$ cat src/rtl/rtc_pkg.sv
package rtc_pkg;
  localparam int unsigned NUM_REGS = 7;
  localparam logic [2:0] A_SEC  = 3'd0;
  localparam logic [2:0] A_MIN  = 3'd1;
  localparam logic [2:0] A_HOUR = 3'd2;
  localparam logic [2:0] A_DATE = 3'd3;
  localparam logic [2:0] A_MON  = 3'd4;
  localparam logic [2:0] A_DOW  = 3'd5;
  localparam logic [2:0] A_YEAR = 3'd6;

  localparam logic [7:0] M_MIN  = 8'h7f;
  localparam logic [7:0] M_HOUR = 8'hbf;
  localparam logic [7:0] M_DATE = 8'h3f;
  localparam logic [7:0] M_MON  = 8'h1f;
  localparam logic [7:0] M_DOW  = 8'h07;

  function automatic logic [7:0] bcd_inc8(input logic [7:0] v);
    if (v[3:0] == 4'h9) return {v[7:4] + 4'h1, 4'h0};
    return {v[7:4], v[3:0] + 4'h1};
  endfunction

  function automatic logic [7:0] month_last(input logic [7:0] mon);
    case (mon)
      8'h02:                      return 8'h28;
      8'h04, 8'h06, 8'h09, 8'h11: return 8'h30;
      default:                    return 8'h31;
    endcase
  endfunction
endpackage

$ cat src/rtl/rtc_prescaler.sv
module rtc_prescaler #(
  parameter int unsigned TICKS_PER_SEC = 32768
) (
  input  logic clk_i,
  input  logic rst_ni,
  input  logic tick_i,
  input  logic run_i,
  input  logic clear_i,
  output logic sec_stb_o
);
  localparam int unsigned CW = (TICKS_PER_SEC > 2) ? $clog2(TICKS_PER_SEC) : 1;
  localparam logic [CW-1:0] LAST = CW'(TICKS_PER_SEC - 1);

  logic [CW-1:0] cnt_q;
  logic          step, wrap;

  assign step      = tick_i & run_i;
  assign wrap      = step & (cnt_q == LAST);
  assign sec_stb_o = wrap & ~clear_i;

  always_ff @(posedge clk_i or negedge rst_ni) begin
    if (!rst_ni)      cnt_q <= '0;
    else if (clear_i) cnt_q <= '0;
    else if (wrap)    cnt_q <= '0;
    else if (step)    cnt_q <= cnt_q + CW'(1);
  end
endmodule

$ cat src/rtl/rtc_time_chain.sv
module rtc_time_chain
  import rtc_pkg::*;
(
  input  logic       clk_i,
  input  logic       rst_ni,
  input  logic       sec_stb_i,
  input  logic       wr_sec_i,
  input  logic       wr_min_i,
  input  logic       wr_hour_i,
  input  logic [7:0] wdata_i,
  output logic [7:0] sec_o,
  output logic [7:0] min_o,
  output logic [7:0] hour_o,
  output logic       day_stb_o
);
  logic [7:0] sec_q, min_q, hour_q;
  logic [7:0] sec_inc, h12_inc, h24_inc, hour_nx;
  logic       min_step, hour_step, hour_carry;

  assign sec_inc   = bcd_inc8({1'b0, sec_q[6:0]});
  assign h12_inc   = bcd_inc8({3'b0, hour_q[4:0]});
  assign h24_inc   = bcd_inc8({2'b0, hour_q[5:0]});
  assign min_step  = sec_stb_i & (sec_q[6:0] == 7'h59);
  assign hour_step = min_step & (min_q == 8'h59);
  assign day_stb_o = hour_step & hour_carry;

  always_comb begin
    hour_nx    = hour_q;
    hour_carry = 1'b0;
    if (hour_q[7]) begin
      if (hour_q[4:0] == 5'h11) begin
        hour_nx[4:0] = 5'h12;
        hour_nx[5]   = ~hour_q[5];
        hour_carry   = hour_q[5];     // PM -> AM
      end else if (hour_q[4:0] == 5'h12) begin
        hour_nx[4:0] = 5'h01;
      end else begin
        hour_nx[4:0] = h12_inc[4:0];
      end
    end else if (hour_q[5:0] == 6'h23) begin
      hour_nx[5:0] = 6'h00;
      hour_carry   = 1'b1;
    end else begin
      hour_nx[5:0] = h24_inc[5:0];
    end
  end

  always_ff @(posedge clk_i or negedge rst_ni) begin
    if (!rst_ni) begin
      sec_q  <= 8'h00;
      min_q  <= 8'h00;
      hour_q <= 8'h00;
    end else begin
      if (wr_sec_i)       sec_q <= wdata_i;
      else if (sec_stb_i) sec_q <= {sec_q[7], min_step ? 7'h00 : sec_inc[6:0]};

      if (wr_min_i)      min_q <= wdata_i & M_MIN;
      else if (min_step) min_q <= (min_q == 8'h59) ? 8'h00 : bcd_inc8(min_q);

      if (wr_hour_i)      hour_q <= wdata_i & M_HOUR;
      else if (hour_step) hour_q <= hour_nx;
    end
  end

  assign sec_o  = sec_q;
  assign min_o  = min_q;
  assign hour_o = hour_q;
endmodule

$ cat src/rtl/rtc_calendar.sv
module rtc_calendar
  import rtc_pkg::*;
(
  input  logic       clk_i,
  input  logic       rst_ni,
  input  logic       day_stb_i,
  input  logic       wr_date_i,
  input  logic       wr_mon_i,
  input  logic       wr_dow_i,
  input  logic       wr_year_i,
  input  logic [7:0] wdata_i,
  output logic [7:0] date_o,
  output logic [7:0] mon_o,
  output logic [7:0] dow_o,
  output logic [7:0] year_o
);
  logic [7:0] date_q, mon_q, dow_q, year_q;
  logic       mon_step, year_step;

  assign mon_step  = day_stb_i & (date_q == month_last(mon_q));
  assign year_step = mon_step & (mon_q == 8'h12);

  always_ff @(posedge clk_i or negedge rst_ni) begin
    if (!rst_ni) begin
      date_q <= 8'h01;
      mon_q  <= 8'h01;
      dow_q  <= 8'h01;
      year_q <= 8'h00;
    end else begin
      if (wr_date_i)      date_q <= wdata_i & M_DATE;
      else if (day_stb_i) date_q <= mon_step ? 8'h01 : bcd_inc8(date_q);

      if (wr_mon_i)      mon_q <= wdata_i & M_MON;
      else if (mon_step) mon_q <= (mon_q == 8'h12) ? 8'h01 : bcd_inc8(mon_q);

      if (wr_dow_i)       dow_q <= wdata_i & M_DOW;
      else if (day_stb_i) dow_q <= (dow_q == 8'h07) ? 8'h01 : dow_q + 8'h01;

      if (wr_year_i)      year_q <= wdata_i;
      else if (year_step) year_q <= (year_q == 8'h99) ? 8'h00 : bcd_inc8(year_q);
    end
  end

  assign date_o = date_q;
  assign mon_o  = mon_q;
  assign dow_o  = dow_q;
  assign year_o = year_q;
endmodule

$ cat src/rtl/rtc_bcd_core.sv
module rtc_bcd_core
  import rtc_pkg::*;
#(
  parameter int unsigned TICKS_PER_SEC = 32768
) (
  input  logic       clk_i,
  input  logic       rst_ni,
  input  logic       tick_i,
  input  logic       wr_en_i,
  input  logic [2:0] addr_i,
  input  logic [7:0] wdata_i,
  output logic [7:0] rdata_o
);
  logic [NUM_REGS-1:0] wr_sel;
  logic [7:0] sec_q, min_q, hour_q, date_q, mon_q, dow_q, year_q;
  logic       sec_stb, day_stb;

  for (genvar g = 0; g < NUM_REGS; g++) begin : g_wr_dec
    assign wr_sel[g] = wr_en_i & (addr_i == 3'(g));
  end

  rtc_prescaler #(.TICKS_PER_SEC(TICKS_PER_SEC)) i_presc (
    .clk_i    (clk_i),
    .rst_ni   (rst_ni),
    .tick_i   (tick_i),
    .run_i    (~sec_q[7]),
    .clear_i  (wr_sel[A_SEC]),
    .sec_stb_o(sec_stb)
  );

  rtc_time_chain i_time (
    .clk_i    (clk_i),
    .rst_ni   (rst_ni),
    .sec_stb_i(sec_stb),
    .wr_sec_i (wr_sel[A_SEC]),
    .wr_min_i (wr_sel[A_MIN]),
    .wr_hour_i(wr_sel[A_HOUR]),
    .wdata_i  (wdata_i),
    .sec_o    (sec_q),
    .min_o    (min_q),
    .hour_o   (hour_q),
    .day_stb_o(day_stb)
  );

  rtc_calendar i_cal (
    .clk_i    (clk_i),
    .rst_ni   (rst_ni),
    .day_stb_i(day_stb),
    .wr_date_i(wr_sel[A_DATE]),
    .wr_mon_i (wr_sel[A_MON]),
    .wr_dow_i (wr_sel[A_DOW]),
    .wr_year_i(wr_sel[A_YEAR]),
    .wdata_i  (wdata_i),
    .date_o   (date_q),
    .mon_o    (mon_q),
    .dow_o    (dow_q),
    .year_o   (year_q)
  );

  always_comb begin
    case (addr_i)
      A_SEC:   rdata_o = sec_q;
      A_MIN:   rdata_o = min_q;
      A_HOUR:  rdata_o = hour_q;
      A_DATE:  rdata_o = date_q;
      A_MON:   rdata_o = mon_q;
      A_DOW:   rdata_o = dow_q;
      A_YEAR:  rdata_o = year_q;
      default: rdata_o = 8'h00;
    endcase
  end
endmodule

$ cat config.mk
export PLATFORM = sky130hd
export DESIGN_NAME = rtc_bcd_core
export DESIGN_NICKNAME = d
export VERILOG_FILES = /design/src/rtl/rtc_pkg.sv /design/src/rtl/rtc_prescaler.sv /design/src/rtl/rtc_time_chain.sv /design/src/rtl/rtc_calendar.sv /design/src/rtl/rtc_bcd_core.sv
export SDC_FILE = /design/constraint.sdc
export NUM_CORES = 1
export LEC_CHECK = 0
export ABC_CLOCK_PERIOD_IN_PS = 2800
export BUFFER_PORTS_ARGS = -buffer_cell sky130_fd_sc_hd__buf_2
export CAP_MARGIN = 20
export CORE_AREA = 2 2 98 100
export DETAILED_ROUTE_END_ITERATION = 7
export DIE_AREA = 0 0 100 102
export PLACE_DENSITY = 0.76
export SYNTH_ARGS = -nofsm -noshare
export SYNTH_HDL_FRONTEND = slang
export SYNTH_SLANG_ARGS = --single-unit
$ cat constraint.sdc
create_clock -name clk_i -period 2.8 [get_ports clk_i]
set_input_delay 0.28 -clock clk_i [delete_from_list [all_inputs] [get_ports clk_i]]
set_output_delay 0.28 -clock clk_i [all_outputs]
set_load 0.02 [all_outputs]
==> flow_summary.ini <==
[outcome]
violations = setup timing
run_status = complete, but fails checks

[floorplanning]
die_x_um = 100
starting_density = 0.5526
die_height_um = 102
die-area_um2 = 10200
placementRows = 35
pin_count = 23
core_region_area_um2 = 9109

[synthesis]
synthTopCellsByCount = 67 x sky130_fd_sc_hd__dfrtp_1, 67 x sky130_fd_sc_hd__nand2_1, 67 x sky130_fd_sc_hd__nor2_1, 51 x sky130_fd_sc_hd__o21ai_0, 42 x sky130_fd_sc_hd__a21oi_1
synth_cell_type_count = 64
ys_seq_area_frac = 0.3487
synth.largest_area_cell = sky130_fd_sc_hd__dfrtp_1
syn_area_cell_um2 = 8.334
ys_top_cells_by_area = sky130_fd_sc_hd__dfrtp_1 33%, sky130_fd_sc_hd__ha_1 5.2%, sky130_fd_sc_hd__o21ai_0 5.1%
number_of_flip_flops_and_latches_in_the_synthesized_netlist = 70
synth_area_um2 = 5034
synth_warnings = 0
synthesis.instances = 604
syn_nets = 640
synth-edff-count = 0
async_set_or_reset_flop_fraction_in_the_synthesized_netlist = 1.000
post-synth-top-area-fraction = 0.3331
synthFlopType = sky130_fd_sc_hd__dfrtp_1

[critical_path]
ff2ff_setup_slack_ps = -8
timing.rr.end = i_cal.year_o[4]$_DFFE_PN0P_
worst_setup_path_start_kind = flip-flop
crit_path_end_kind = flip-flop
critical_path_arrival_ps = 3030
crit-reg2reg-launch = i_cal.mon_o[5]$_DFFE_PN0P_
timing.critical_path.required_ps = 3020
critical_path_peak_fanout = 5
r2r_depth = 11
crit_type = flip-flop to flip-flop

[global_routing]
grt_pass1_wl_mm = 23.11
pin_count_of_the_biggest_net_entering_global_routing = 39
globalRouteOverflowTotal = 0
number_of_global_route_vias_before_repair = 4707
antenna_found_initial = 0
grt.total_usage = 0.2885

[clock_tree]
worstSkewPairLatency_ps = 360
cts-hold-fix-buffers = 0
worst_setup_hold_path_clk_slew_ps = 80
tritoncts = yes
numCtsBuffers = 9
cts_root_buf = sky130_fd_sc_hd__clkbuf_8
htree_num_levels = 3
longest_clk_path_bufs = 2
cts.sink_count = 70

[layout]
fin_nets = 687
antenna_cells = 0
layout-drive-gt1-share = 0.1753
area.growth.synth_to_final_pct = 15.39
post-route-util = 0.6376
final.fill_count = 768
post_layout_nonfiller_instances = 767

[timing]
grt_setup_unrepaired = yes
layout_worst_path_cycle_share = 1.003
worst_slack_ps = -8.149
number_of_endpoints_with_negative_hold_slack_in_the_final_report = 0
slew_headroom = 0.4646
fmax_ghz = 0.3561
fin_hold_ws_ps = 9.866
final_setup_viols = 1
minimum_clock_period_ps = 2808
finalClockSkew_ps = 10.19
worst_slew_pin_slew_ps = 803.0
final_max_slew_viol_count = 0

[detailed_routing]
detail_route.drc_violations = 0
post_drt_wl_per_cell_um = 18.54
vias_per_cell = 6.445
met1_length_mm = 5.868
routed.top_layer = met4
routed_wirelength_mm = 14.22
met2_wirelength_mm = 6.868
detailedRoute.firstPassIterationCount = 5
wl_met3_mm = 1.067
ant_nets = 0
vias_after_detailed_routing = 4943
initialDrtViolationCount = 444

[power]
power-per-cell-area_nw_per_um2 = 557.2
total_leakage_power_nw = 2.504
peakVddDrop_v = 0.0002954

[place]
portBuffers = 22
numPlacedInstances = 746
dp_hpwl_mm = 10.34
finalWeightedCongestion = 0.9718

[job]
timing.max_cap.violations = 0

[hold_path]
type_of_the_tightest_min_delay_check = input port to async pin
-- flip-flops by register name, summed over array words and instances (netlist names) --
name           flops
i_cal.date_o       8
i_presc.cnt_q     15
i_cal.mon_o        8
i_time.hour_o      7
i_time.min_o       8
i_time.sec_o       8
i_cal.dow_o        8
i_cal.year_o       8
-- power breakdown --
group	internal [W]	switching [W]
clock	0.000550	0.000412
sequential	0.00117	0.000236
combinational	0.000392	0.000480
-- kinds of logic after synthesis --
logic type | after synthesis | synth area share
buffers and inverters | 47 | 0.03704
muxes | 24 | 0.06065
AOI/OAI and AO/OA | 141 | 0.1710
DFF | 70 | 0.3487
xor gates and xnor gates | 19 | 0.03306
and+or+nand+nor | 282 | 0.2973
adders and majority gates | 21 | 0.05220
-- final cells by class --
cell class / count / area (um^2) / area share
clock buffer: 11 / 151.4 / 0.02607
clock inverter: 5 / 81.33 / 0.01400
inverter: 20 / 75.07 / 0.01293
multi-input combinational: 487 / 3172 / 0.5461
sequential: 70 / 1755 / 0.3022
tap: 111 / 138.9 / 0.02391
timing repair buffer: 63 / 434.2 / 0.07475
-- worst max path at each step --
stage	startpoint	to	slack, ps	cells past startpoint
floorplan	i_cal.mon_o[5]$_DFFE_PN0P_	i_cal.year_o[2]$_DFFE_PN0P_	40	10
global placement	i_cal.mon_o[5]$_DFFE_PN0P_	i_cal.mon_o[1]$_DFFE_PN0P_	70	10
detailed placement	i_cal.mon_o[5]$_DFFE_PN0P_	i_cal.date_o[6]$_DFFE_PN0P_	-80	9
CTS	i_cal.mon_o[5]$_DFFE_PN0P_	i_cal.mon_o[7]$_DFFE_PN0P_	20	9
global route	i_cal.mon_o[5]$_DFFE_PN0P_	i_cal.year_o[2]$_DFFE_PN0P_	-120	10
finish	i_cal.mon_o[5]$_DFFE_PN0P_	i_cal.year_o[4]$_DFFE_PN0P_	-8	11
-- critical path: stages, from the launching register on --
cell	delay [ps]
sky130_fd_sc_hd__dfrtp_1	420
sky130_fd_sc_hd__inv_2	90
sky130_fd_sc_hd__ha_4	120
sky130_fd_sc_hd__or3b_4	370
sky130_fd_sc_hd__or4_4	430
sky130_fd_sc_hd__a2111oi_4	330
sky130_fd_sc_hd__buf_4	190
sky130_fd_sc_hd__nor3_4	50
sky130_fd_sc_hd__nor3_2	220
sky130_fd_sc_hd__buf_4	180
sky130_fd_sc_hd__mux2i_1	180
sky130_fd_sc_hd__a21oi_1	90
-- per-layer routing --
layer | GRT usage | up-vias
li1 | - | 2271
met1 | 0.3818 | 2421
met5 | 0 | -
met4 | 0.1317 | 0
met3 | 0.03488 | 40
met2 | 0.4782 | 211
-- metrics by stage --
step	area (um^2)	setup WS [ps]	total power [W]	TNS, ps
2_1_floorplan	5034	39.29	0.001942	0
4_1_cts	5713	15.20	0.003211	0
6_report	5808	-8.149	0.003236	-8.149
3_5_place_dp	5460	-78.64	0.002252	-143.8
3_3_place_gp	5460	67.82	0.002205	0
5_1_grt	5808	-122.8	0.003426	-745.1
-- layout by cell type (no fill, tap or decap), types with 9 or more instances in the layout --
cell type,n
sky130_fd_sc_hd__nand3_1,32
sky130_fd_sc_hd__xnor2_1,9
sky130_fd_sc_hd__nor3_1,11
sky130_fd_sc_hd__mux2i_1,17
sky130_fd_sc_hd__buf_2,22
sky130_fd_sc_hd__nand2b_1,11
sky130_fd_sc_hd__nand2_1,67
sky130_fd_sc_hd__a21oi_1,42
sky130_fd_sc_hd__nor2_1,67
sky130_fd_sc_hd__buf_4,39
sky130_fd_sc_hd__xor2_1,10
sky130_fd_sc_hd__inv_1,19
sky130_fd_sc_hd__and3_1,13
sky130_fd_sc_hd__o21ai_0,50
sky130_fd_sc_hd__dfrtp_1,67
sky130_fd_sc_hd__clkbuf_8,11
sky130_fd_sc_hd__nor2b_1,9
sky130_fd_sc_hd__ha_1,20
sky130_fd_sc_hd__a31oi_1,11
-- what timing repair did --
action                                  CTS  global route
gates resized for setup                   1            17
endpoints found under the setup margin    4            28
pin swaps                                 1             4
buffers inserted                          2             3
No activity file was read; power rests on OpenSTA's default activity.
